File: config.mk
export PLATFORM = sky130hd
export DESIGN_NAME = sigbuf
export DESIGN_NICKNAME = d
export VERILOG_FILES = /design/src/rtl/sigbuf_pkg.sv /design/src/rtl/sigbuf_ctrl.sv /design/src/rtl/sigbuf_dp.sv /design/src/rtl/sigbuf.sv
export SDC_FILE = /design/constraint.sdc
export NUM_CORES = 1
export LEC_CHECK = 0
export ABC_AREA = 1
export ABC_CLOCK_PERIOD_IN_PS = 8800
export BUFFER_PORTS_ARGS = -buffer_cell sky130_fd_sc_hd__buf_2
export CAP_MARGIN = 20
export CORE_ASPECT_RATIO = 2
export CORE_MARGIN = 2
export CORE_UTILIZATION = 38
export CTS_BUF_LIST = sky130_fd_sc_hd__clkbuf_4 sky130_fd_sc_hd__clkbuf_8 sky130_fd_sc_hd__clkbuf_16
export CTS_CLUSTER_DIAMETER = 50
export DETAILED_ROUTE_END_ITERATION = 7
export GPL_TIMING_DRIVEN = 0
export PLACE_DENSITY_LB_ADDON = 0.08
export SLEW_MARGIN = 20
export SYNTH_ARGS = -nofsm -noshare
export SYNTH_HDL_FRONTEND = slang
export SYNTH_HIERARCHICAL = 1
export SYNTH_SLANG_ARGS = --single-unit
export TNS_END_PERCENT = 10
File: constraint.sdc
create_clock -name clk -period 8.8 [get_ports clk]
set_input_delay 1.76 -clock clk [delete_from_list [all_inputs] [get_ports clk]]
set_output_delay 1.76 -clock clk [all_outputs]
set_load 0.1 [all_outputs]
File: src/rtl/sigbuf_pkg.sv
package sigbuf_pkg;

  // Strobes from control to datapath for one cycle
  typedef struct packed {
    logic clearAll;    // invalidate every entry
    logic recolorAll;  // return every register to its identity color
    logic colorWe;     // write newColor into the notified register
    logic stWrite;     // write the store into entry stSlot
  } ctrl_t;

endpackage

File: src/rtl/sigbuf_ctrl.sv
module sigbuf_ctrl
  import sigbuf_pkg::*;
#(
  parameter int DEPTH    = 8,
  parameter int COLOR_W  = 6,
  parameter int NUM_REGS = 32,
  localparam int SLOT_W  = $clog2(DEPTH)
) (
  input  logic               clk,
  input  logic               rstN,
  input  logic               regWrEn,
  input  logic               stEn,
  input  logic               flushEn,
  input  logic [DEPTH-1:0]   stMatch,
  input  logic [DEPTH-1:0]   validVec,
  output ctrl_t              strb,
  output logic [SLOT_W-1:0]  stSlot,
  output logic [COLOR_W-1:0] newColor
);

  localparam logic [COLOR_W-1:0] COLOR_MAX   = '1;
  localparam logic [COLOR_W-1:0] COLOR_FIRST = COLOR_W'(NUM_REGS);
  localparam logic [SLOT_W-1:0]  SLOT_LAST   = SLOT_W'(DEPTH - 1);

  logic [COLOR_W-1:0] colorCnt;
  logic [SLOT_W-1:0]  rrPtr;
  logic [SLOT_W-1:0]  matchIdx;
  logic [SLOT_W-1:0]  freeIdx;
  logic               anyMatch;
  logic               anyFree;
  logic               wrapEv;
  logic               replaceEv;

  assign wrapEv   = regWrEn && (colorCnt == COLOR_MAX);
  assign newColor = colorCnt;
  assign anyMatch = |stMatch;
  assign anyFree  = ~&validVec;

  always_comb begin
    strb.clearAll   = flushEn || wrapEv;
    strb.recolorAll = wrapEv;
    strb.colorWe    = regWrEn && !wrapEv;
    strb.stWrite    = stEn && !(flushEn || wrapEv);
  end

  // Index of the matching entry (at most one is set)
  always_comb begin
    matchIdx = '0;
    for (int i = 0; i < DEPTH; i++) begin
      if (stMatch[i]) matchIdx = SLOT_W'(i);
    end
  end

  // Lowest-numbered invalid entry
  always_comb begin
    freeIdx = '0;
    for (int i = DEPTH - 1; i >= 0; i--) begin
      if (!validVec[i]) freeIdx = SLOT_W'(i);
    end
  end

  always_comb begin
    if (anyMatch)     stSlot = matchIdx;
    else if (anyFree) stSlot = freeIdx;
    else              stSlot = rrPtr;
  end

  assign replaceEv = strb.stWrite && !anyMatch && !anyFree;

  always_ff @(posedge clk) begin
    if (!rstN) begin
      colorCnt <= COLOR_FIRST;
      rrPtr    <= '0;
    end else begin
      if (wrapEv)       colorCnt <= COLOR_FIRST;
      else if (regWrEn) colorCnt <= colorCnt + 1'b1;
      if (replaceEv)    rrPtr <= (rrPtr == SLOT_LAST) ? '0 : rrPtr + 1'b1;
    end
  end

  // colors handed out never fall into the identity range
  a_r9_color_floor: assert property (@(posedge clk) disable iff (!rstN)
    colorCnt >= COLOR_FIRST);

  // a notify at the top of the range restarts the counter
  a_r9_wrap_restart: assert property (@(posedge clk) disable iff (!rstN)
    (regWrEn && colorCnt == COLOR_MAX) |=> colorCnt == COLOR_FIRST);

  // a new tag with room available never lands on a valid entry
  a_r5_fill_free: assert property (@(posedge clk) disable iff (!rstN)
    (strb.stWrite && !anyMatch && anyFree) |-> !validVec[stSlot]);

  // the replacement pointer moves only on a replacement
  a_r5_ptr_hold: assert property (@(posedge clk) disable iff (!rstN)
    !replaceEv |=> $stable(rrPtr));

endmodule

File: src/rtl/sigbuf_dp.sv
module sigbuf_dp
  import sigbuf_pkg::*;
#(
  parameter int DEPTH    = 8,
  parameter int COLOR_W  = 6,
  parameter int DISP_W   = 16,
  parameter int DATA_W   = 32,
  parameter int NUM_REGS = 32,
  localparam int SLOT_W  = $clog2(DEPTH),
  localparam int REG_W   = $clog2(NUM_REGS),
  localparam int KEY_W   = COLOR_W + DISP_W
) (
  input  logic               clk,
  input  logic               rstN,
  input  ctrl_t              strb,
  input  logic [SLOT_W-1:0]  stSlot,
  input  logic [COLOR_W-1:0] newColor,
  input  logic [REG_W-1:0]   regWrIdx,
  input  logic               stEn,
  input  logic [REG_W-1:0]   stBase,
  input  logic [DISP_W-1:0]  stDisp,
  input  logic [DATA_W-1:0]  stData,
  input  logic               ldEn,
  input  logic [REG_W-1:0]   ldBase,
  input  logic [DISP_W-1:0]  ldDisp,
  output logic [DEPTH-1:0]   stMatch,
  output logic [DEPTH-1:0]   validVec,
  output logic               ldHit,
  output logic [DATA_W-1:0]  ldData
);

  logic [COLOR_W-1:0] colorTab [NUM_REGS];
  logic [KEY_W-1:0]   keyTab   [DEPTH];
  logic [DATA_W-1:0]  dataTab  [DEPTH];
  logic [DEPTH-1:0]   ldMatch;
  logic [KEY_W-1:0]   stKey;
  logic [KEY_W-1:0]   ldKey;
  logic [DATA_W-1:0]  bufData;
  logic               fwdHit;

  // Tags use the color held before any update this cycle
  assign stKey = {colorTab[stBase], stDisp};
  assign ldKey = {colorTab[ldBase], ldDisp};

  always_ff @(posedge clk) begin
    if (!rstN || strb.recolorAll) begin
      for (int r = 0; r < NUM_REGS; r++) colorTab[r] <= COLOR_W'(r);
    end else if (strb.colorWe) begin
      colorTab[regWrIdx] <= newColor;
    end
  end

  for (genvar e = 0; e < DEPTH; e++) begin : g_entry
    assign stMatch[e] = validVec[e] && (keyTab[e] == stKey);
    assign ldMatch[e] = validVec[e] && (keyTab[e] == ldKey);

    always_ff @(posedge clk) begin
      if (!rstN || strb.clearAll) begin
        validVec[e] <= 1'b0;
      end else if (strb.stWrite && stSlot == SLOT_W'(e)) begin
        validVec[e] <= 1'b1;
      end
    end

    always_ff @(posedge clk) begin
      if (strb.stWrite && stSlot == SLOT_W'(e)) begin
        keyTab[e]  <= stKey;
        dataTab[e] <= stData;
      end
    end
  end

  always_comb begin
    bufData = '0;
    for (int e = 0; e < DEPTH; e++) begin
      if (ldMatch[e]) bufData = bufData | dataTab[e];
    end
  end

  assign fwdHit = stEn && (stKey == ldKey);
  assign ldHit  = ldEn && (fwdHit || (|ldMatch));
  assign ldData = !ldHit ? '0 : (fwdHit ? stData : bufData);

  // a tag is never held by two valid entries
  a_r4_unique_ld: assert property (@(posedge clk) disable iff (!rstN)
    $onehot0(ldMatch));
  a_r4_unique_st: assert property (@(posedge clk) disable iff (!rstN)
    $onehot0(stMatch));

  // a clear strobe empties the buffer by the next cycle
  a_r10_clear: assert property (@(posedge clk) disable iff (!rstN)
    strb.clearAll |=> validVec == '0);

  // a notify always changes the register's color
  a_r3_fresh_color: assert property (@(posedge clk) disable iff (!rstN)
    strb.colorWe |=> colorTab[$past(regWrIdx)] != $past(colorTab[regWrIdx]));

endmodule

File: src/rtl/sigbuf.sv
module sigbuf
  import sigbuf_pkg::*;
#(
  parameter int DEPTH    = 8,
  parameter int COLOR_W  = 6,
  parameter int DISP_W   = 16,
  parameter int DATA_W   = 32,
  parameter int NUM_REGS = 32,
  localparam int SLOT_W  = $clog2(DEPTH),
  localparam int REG_W   = $clog2(NUM_REGS)
) (
  input  logic              clk,
  input  logic              rstN,
  input  logic              regWrEn,
  input  logic [REG_W-1:0]  regWrIdx,
  input  logic              stEn,
  input  logic [REG_W-1:0]  stBase,
  input  logic [DISP_W-1:0] stDisp,
  input  logic [DATA_W-1:0] stData,
  input  logic              ldEn,
  input  logic [REG_W-1:0]  ldBase,
  input  logic [DISP_W-1:0] ldDisp,
  input  logic              flushEn,
  output logic              ldHit,
  output logic [DATA_W-1:0] ldData
);

  ctrl_t              strb;
  logic [SLOT_W-1:0]  stSlot;
  logic [COLOR_W-1:0] newColor;
  logic [DEPTH-1:0]   stMatch;
  logic [DEPTH-1:0]   validVec;

  sigbuf_ctrl #(
    .DEPTH(DEPTH), .COLOR_W(COLOR_W), .NUM_REGS(NUM_REGS)
  ) u_ctrl (
    .clk(clk), .rstN(rstN), .regWrEn(regWrEn), .stEn(stEn),
    .flushEn(flushEn), .stMatch(stMatch), .validVec(validVec),
    .strb(strb), .stSlot(stSlot), .newColor(newColor)
  );

  sigbuf_dp #(
    .DEPTH(DEPTH), .COLOR_W(COLOR_W), .DISP_W(DISP_W),
    .DATA_W(DATA_W), .NUM_REGS(NUM_REGS)
  ) u_dp (
    .clk(clk), .rstN(rstN), .strb(strb), .stSlot(stSlot),
    .newColor(newColor), .regWrIdx(regWrIdx), .stEn(stEn),
    .stBase(stBase), .stDisp(stDisp), .stData(stData),
    .ldEn(ldEn), .ldBase(ldBase), .ldDisp(ldDisp),
    .stMatch(stMatch), .validVec(validVec),
    .ldHit(ldHit), .ldData(ldData)
  );

  // a disabled lookup never reports a hit
  a_r6_idle_miss: assert property (@(posedge clk) disable iff (!rstN)
    !ldEn |-> !ldHit);

endmodule

==> results by group, run 1 <==
STA
  • Headroom to the max-slew limit: 0.233
  • RSZ-0062 raised after global routing: no
  • Final setup viols: 0
  • Pins Over Slew Limit: 0
  • Setup_tns: 0 ns
  • F_max: ~120 MHz
  • Actual slew at the worst max-slew pin: 1.15 ns
  • Final hold slack: roughly 0.51 ns
  • Final period util: 0.949
  • Minimum clock period: approximately 8.4 ns
  • Clock skew: approximately 0.03 ns
  • Final hold violations: 0

Global routing
  • Met2 usage: 0.646
  • First-pass GRT wire length: 209 mm
  • Met3 global-route usage: 0.0481
  • GR Overflow Total: 0
  • Initial antenna violation count: 5
  • Largest net degree at the start of global routing: 23
  • Met1 GRT Util: 0.295
  • Tot GR Track Use: 0.344
  • Busiest grt layer: met2
  • Number of global-route vias before repair: 27783

Critical path
  • Crit start category: input pin
  • Worst path required time: a little over 7 ns
  • CP max-delay cell: clkbuf_1
  • Critical path cell sequence: buf_2, inv_1, clkbuf_1, o22ai_1, nor3_1, nand3_1, nor2_1, nand3_1, nor2_2, clkbuf_1, nand3_1, nand2_1, nor2_1, nand2_1, nor2_1, nor2_1, buf_2
  • WS Path Type: in -> out
  • WP buf/inv: 5
  • Critical Path AT: 6.59 ns
  • CP endpoint kind: output pin
  • Max stage delay on crit path: around 0.82 ns
  • CP Max Fanout: 10
  • Delay-heaviest family, CP: buffers and inverters
  • Most used cell, CP: nor2_1

Routing
  • DRT antenna net count: 0
  • DR vias/cell: between 5 and 6
  • Routed wire length: roughly 150 mm
  • Detailed-route via count: around 28000
  • First DRT Iteration DRCs: ~2100
  • Residual DRC: 0
  • Drt wl/cell: a little over 30 um
  • First-pass DRT Iterations: 6

Yosys
  • Avg Cell Area, Syn: 9.18 um2
  • Seq cells post-synth: 641
  • Yosys warns: 6
  • Ys flop type: edfxtp_1
  • Mapped Area: ~33000 um2
  • Synthesized net count: roughly 3700
  • Syn Inst Count: approximately 3600
  • Async SR Flop Fraction: 0
  • Post-synth EDFFs: 624
  • Sequential fraction of the synthesis area: 0.580
  • Synth cell types: 47

Clocking
  • Hold Buf Count CTS: 0
  • Reg clk slew, reported paths: ~0.06 ns
  • Clock buffer depth: 3
  • Root buffer cell: clkbuf_16
  • # resized after CTS: 0
  • TritonCTS Buffers: 60
  • Clk_lat worst skew: between 0.6 and 0.7 ns
  • Post-CTS Setup Inserts: 0
  • H-tree Lvls: 2
  • CTS tree: built
  • Sinks on the clock net: roughly 640

Power and ir drop
  • Int Pwr: about 5.1 mW
  • Flop pwr share: 0.496
  • Clock Power Share: 0.401
  • Combinational power share: 0.103
  • NetSw: between 1.5 and 2 mW
  • Leakage power figure: around 14 nW
  • Switching share of total power: 0.265
  • Pwr Total: ~7 mW
  • Pwr per Cell Area: about 180 nW/um2
  • VDD IR max: ~150 uV

Die
  • Core area: around 86000 um2
  • Die X: about 210 um
  • Top Ports: around 120
  • Row Count: approximately 150
  • Die area: approximately 89000 um2
  • Die H: between 400 and 500 um
  • Initial Utilization: 0.383

Placed design
  • Final estimated routing congestion in global placement: about 1.1
  • Placed wire-length estimate: 119 mm
  • IO buf count: approximately 100
  • Placed inst area: about 35000 um2

Layout
  • Nets: around 3900
  • Fill count: 8512
  • Layout cell share with drive strength beyond 1: 0.116
  • Final Instance Area: around 38000 um2
  • Area grow syn2layout: 14.1%
  • Finished Core Util: 0.437

Worst hold path
  • Worst hold path class: reg -> reg

Flow run
  • Max_cap viols: 0

Status
  • Status: completed
==> stage by stage <==
stage,cells,setup slack [ns]
2_1_floorplan,3582,1.63
3_3_place_gp,4836,-4.39
3_5_place_dp,4860,0.572
4_1_cts,4970,0.565
5_1_grt,4972,0.344
6_report,4973,0.445
==> power by group through the flow <==
stage / clock network [mW] / logic, mW / registers [mW]
after global routing: 2.91 / 0.742 / 3.43
after floorplan: 0 / 0.366 / 3.48
after global placement: 0 / 0.687 / 3.50
final: 2.77 / 0.713 / 3.43
after detailed placement: 0 / 0.694 / 3.50
after CTS: 2.82 / 0.695 / 3.43
==> state kept, by name (all words and copies together) (netlist names) <==
register,cells
u_ctrl/newColor,6
u_ctrl/rrPtr,3
u_dp/colorTab,192
u_dp/dataTab,256
u_dp/keyTab,176
u_dp/validVec,8
==> worst register-to-register path: cells and delay by family (launching register included) <==
kind                   cells  cell delay [ns]
and+or+nand+nor           12             2.42
buffers and inverters      6             1.27
DFF                        1             0.46
AOI/OAI and AO/OA          5             1.08
==> placed cells by master, fill, tap and decap left out, drive strengths merged <==
cell | synthesis | layout
a2111o | 2 | 2
a2111oi | 2 | 2
a211oi | 4 | 4
a21boi | 4 | 4
a21oi | 59 | 59
a221oi | 29 | 29
a22o | 2 | 2
a31oi | 1 | 1
and2 | 1 | 1
buf | 124 | 247
bufinv | 0 | 8
clkbuf | 60 | 127
clkinv | 5 | 31
clkinvlp | 0 | 5
dfxtp | 17 | 17
diode | 0 | 3
edfxtp | 624 | 624
ha | 3 | 3
inv | 256 | 260
nand2 | 1135 | 1135
nand3 | 501 | 501
nand3b | 22 | 22
nand4 | 12 | 12
nor2 | 387 | 387
nor3 | 25 | 25
nor3b | 1 | 1
nor4 | 18 | 18
o2111ai | 8 | 8
o211ai | 7 | 7
o21ai | 40 | 40
o21bai | 2 | 2
o221ai | 2 | 2
o22ai | 118 | 118
or2 | 10 | 10
xnor2 | 35 | 35
xor2 | 66 | 66
==> path summary, 6_finish.rpt <==
| path | endpoint | depth (start not counted) | slack [ns] | startpoint |
|---|---|---|---|---|
| setup / recovery | ldData[21] | 17 | 0.45 | ldDisp[9] |
| hold / removal | u_ctrl/newColor[1]$_SDFFE_PP0P_ | 2 | 0.51 | u_ctrl/newColor[1]$_SDFFE_PP0P_ |
| setup reg to reg | u_dp/dataTab[1][89]$_DFFE_PP_ | 23 | 3.22 | u_dp/colorTab[13][1]$_SDFFCE_PN0P_ |
| hold reg to reg | u_ctrl/newColor[1]$_SDFFE_PP0P_ | 2 | 0.51 | u_ctrl/newColor[1]$_SDFFE_PP0P_ |
==> kinds of logic (layout without fill, tap and decap cells) <==
family,count (synthesis),in the layout,share of synthesized area
flops,641,641,0.580
buf+inv,445,678,0.0609
xor+xnor,101,101,0.0269
fa+ha+maj,3,3,0.00114
simple gates,2112,2112,0.277
compound gates,280,280,0.0537
other cells,0,3,0
==> per-layer routing <==
| layer | vias to the layer above | part of all wire |
|---|---|---|
| met3 | 669 | 0.047 |
| met5 | - | 0.00017 |
| met1 | 13416 | 0.30 |
| met4 | 4 | 0.13 |
| met2 | 1360 | 0.53 |
| li1 | 12536 | - |
==> Yosys cell counts, types with 2 or more instances <==
library cell	number	share of area
nand2_1	1125	0.13
edfxtp_1	624	0.57
nand3_1	461	0.070
nor2_1	371	0.042
inv_1	248	0.028
o22ai_1	118	0.022
buf_2	77	0.012
xor2_1	66	0.018
clkbuf_1	60	0.0069
a21oi_1	59	0.0090
o21ai_0	37	0.0056
nand3_2	36	0.011
xnor2_1	35	0.0093
a221oi_1	29	0.0077
nor3_1	25	0.0038
nand3b_1	22	0.0050
buf_4	20	0.0046
nor4_1	18	0.0034
dfxtp_1	17	0.010
buf_6	16	0.0055
nor2_2	13	0.0025
nand4_1	12	0.0023
or2_2	10	0.0019
buf_1	8	0.00091
o2111ai_1	8	0.0021
o211ai_1	7	0.0016
inv_2	6	0.00069
nand2_2	6	0.0011
clkinv_1	5	0.00057
a211oi_1	4	0.00091
a21boi_0	4	0.00091
nand2_4	4	0.0014
nand3_4	4	0.0021
buf_8	3	0.0014
ha_1	3	0.0011
nor2_4	3	0.0010
o21ai_1	3	0.00046
a2111o_1	2	0.00069
a2111oi_0	2	0.00053
a22o_1	2	0.00053
o21bai_1	2	0.00046
o221ai_1	2	0.00053
==> cell type report <==
cell class | instances | area [um2] | share of cell area
repair buffers | 123 | 1040 | 0.0276
plain buffers | 184 | 1020 | 0.0273
flip-flops and latches | 641 | 19100 | 0.509
clock buffers | 67 | 1550 | 0.0414
diodes | 3 | 7.51 | 0.000200
inverters | 261 | 987 | 0.0263
multi-input cells | 2496 | 11900 | 0.316
well taps | 1155 | 1450 | 0.0385
clock inverters | 43 | 505 | 0.0135
No activity file was read; power rests on OpenSTA's default activity.
==> run 2, diff against run 1 <==
- CORE_ASPECT_RATIO: 2 -> unset
==> run 2 against run 1 <==
Against the previous run: first-iteration DRC count is 60% higher; die area shrank 0.16%; register-to-register slack improved by 0.37 ns; non-clock buffer count shrank 1; sequential power about the same; critical endpoint is now ldData[4].
==> results by group, run 2 (synthesized netlist as in run 1, its figures left out) <==
Layout
  • Commonest cells after routing, fill and taps aside: nand2_1 (1125), edfxtp_1 (624), nand3_1 (461), nor2_1 (363), inv_1 (248)
  • Layout cell share with drive strength beyond 1: 0.125
  • Max FFs per register: 256
  • Area grow syn2layout: 16.7%
  • Most common cell after layout, fill and taps aside: nand2_1
  • Fill count: around 8500
  • Nets: slightly below 4000
  • Finished Core Util: 0.449
  • Final Instance Area: 38400 um2
  • Register area: around 19000 um2
  • Top reg by flops: u_dp/dataTab
  • Area of the multi-input gates: 11900 um2
  • Largest regs: u_dp/dataTab x256, u_dp/colorTab x192, u_dp/keyTab x176

Clocking
  • Sinks on the clock net: 641
  • Root buffer cell: clkbuf_16
  • TritonCTS Buffers: 87
  • Clock buffer depth: 3
  • Reg clk slew, reported paths: around 0.060 ns
  • Hold Buf Count CTS: 0
  • # resized after CTS: 0
  • Post-CTS Setup Inserts: 0
  • Clk_lat worst skew: ~0.67 ns
  • CTS tree: built
  • H-tree Lvls: 3

Routing
  • Routed wire length: between 100 and 150 mm
  • DR vias/cell: 5.56
  • Drt wl/cell: around 26 um
  • Residual DRC: 0
  • Detailed-route via count: ~28000
  • First DRT Iteration DRCs: ~3400
  • DRT antenna net count: 0
  • First-pass DRT Iterations: 6

Die
  • Die area: between 80000 and 90000 um2
  • Die H: between 200 and 300 um
  • Core area: ~85000 um2
  • Die X: between 200 and 300 um
  • Initial Utilization: 0.385
  • Top Ports: around 120
  • Row Count: roughly 110

Power and ir drop
  • Clock Power Share: 0.465
  • NetSw: just under 2 mW
  • Switching share of total power: 0.258
  • Int Pwr: about 5.7 mW
  • VDD IR max: 141 uV
  • Flop pwr share: 0.449
  • Pwr per Cell Area: roughly 200 nW/um2
  • Combinational power share: 0.087
  • Leakage power figure: about 15 nW

STA
  • Final hold violations: 0
  • F_max: around 130 MHz
  • Post-route setup slack: ~1.0 ns
  • Pins Over Slew Limit: 0
  • Minimum clock period: 7.78 ns
  • Final period util: 0.884
  • Actual slew at the worst max-slew pin: about 1.1 ns
  • Clock skew: between 0.03 and 0.04 ns
  • Final setup viols: 0
  • RSZ-0062 raised after global routing: no
  • Headroom to the max-slew limit: 0.277
  • Setup_tns: 0 ns

Worst hold path
  • HP Start: u_ctrl/newColor[1]$_SDFFE_PP0P_
  • Cell count of the worst hold path: 2
  • Worst hold path class: reg -> reg
  • Worst hold endpoint: u_ctrl/newColor[1]$_SDFFE_PP0P_

Critical path
  • Crit start category: input pin
  • Reg2Reg Depth: 25
  • WS Path Type: in -> out
  • Worst path required time: roughly 7.0 ns
  • Worst reg2reg startpoint: u_dp/colorTab[19][1]$_SDFFCE_PN1P_
  • RR Endpoint: u_dp/dataTab[0][41]$_DFFE_PP_
  • CP Max Fanout: 16
  • Critical Path AT: 6.02 ns
  • Reg2Reg Setup Slack: 3.59 ns
  • CP endpoint kind: output pin

Global routing
  • Initial antenna violation count: 7
  • GR Overflow Total: 0
  • Number of global-route vias before repair: about 26000
  • First-pass GRT wire length: between 150 and 200 mm
  • Largest net degree at the start of global routing: 22
  • Tot GR Track Use: 0.288

Placed design
  • Placed wire-length estimate: about 94 mm
  • IO buf count: between 90 and 100
  • Final estimated routing congestion in global placement: 0.974
  • Place WS: ~1.1 ns
  • Placed inst area: between 30000 and 40000 um2

Status
  • Status: completed

Flow run
  • Max_cap viols: 0
[run 2: cell count changes in the layout (fill, tap and decap cells not counted), sizes merged]
| cell | previous run | this run |
|---|---|---|
| diode | 3 | 2 |
| clkbuf | 127 | 160 |
| bufinv | 8 | 7 |
| buf | 247 | 246 |
| clkinvlp | 5 | 7 |
| clkinv | 31 | 38 |
| inv | 260 | 269 |
[run 2: worst max path at each step]
| stage | startpoint | to | slack (ns) | depth (start not counted) |
|---|---|---|---|---|
| after floorplan | stBase[0] | u_dp/dataTab[1][32]$_DFFE_PP_ | 1.63 | 27 |
| after global placement | stDisp[0] | u_dp/dataTab[1][18]$_DFFE_PP_ | -2.76 | 20 |
| after detailed placement | ldDisp[7] | ldData[17] | 1.07 | 17 |
| after CTS | ldDisp[7] | ldData[17] | 1.06 | 17 |
| after global routing | stBase[2] | ldData[4] | 0.82 | 19 |
| final | stBase[2] | ldData[4] | 1.02 | 19 |
[run 2: cell type report]
| cell class | instances | area share |
|---|---|---|
| diodes | 2 | 0.000130 |
| plain buffers | 184 | 0.0265 |
| clock buffers | 100 | 0.0597 |
| clock inverters | 60 | 0.0171 |
| inverters | 261 | 0.0257 |
| multi-input cells | 2496 | 0.309 |
| flip-flops and latches | 641 | 0.497 |
| well taps | 1144 | 0.0373 |
| repair buffers | 122 | 0.0275 |
[run 2: metrics by stage]
stage	power (mW)	cells	hold WS, ns
6_report	7.65	5010	0.513
3_5_place_dp	4.13	4848	0.508
3_3_place_gp	4.13	4825	0.504
2_1_floorplan	3.84	3582	0.468
5_1_grt	7.86	5009	0.541
4_1_cts	7.69	5008	0.516
[run 2: worst max-delay path, cell delays in order]
cell,delay [ns]
buf_2,0.19
buf_1,0.83
nand3_1,0.15
nand2_1,0.19
nand2_1,0.07
nand2_1,0.07
nand2_1,0.05
nand2_1,0.64
inv_2,0.28
a21oi_1,0.20
nand2_1,0.08
nor2_2,0.14
buf_4,0.26
buf_6,0.20
a21oi_1,0.06
nand2_1,0.10
nor2_1,0.05
nor2_1,0.20
buf_2,0.47
[run 2: layer usage]
| layer | part of all wire | track usage | vias to the layer above |
|---|---|---|---|
| met5 | 0.00036 | 0 | - |
| met4 | 0.031 | 0.0908 | 8 |
| met3 | 0.097 | 0.0572 | 275 |
| met2 | 0.43 | 0.430 | 1490 |
| met1 | 0.44 | 0.421 | 13477 |
| li1 | - | - | 12626 |
[run 2: power by group through the flow]
stage          Clock, mW  Combinational (mW)  Sequential, mW
2_1_floorplan          0               0.366            3.48
5_1_grt             3.73               0.702            3.43
4_1_cts             3.62               0.642            3.43
3_3_place_gp           0               0.632            3.50
6_report            3.56               0.663            3.43
3_5_place_dp           0               0.639            3.49
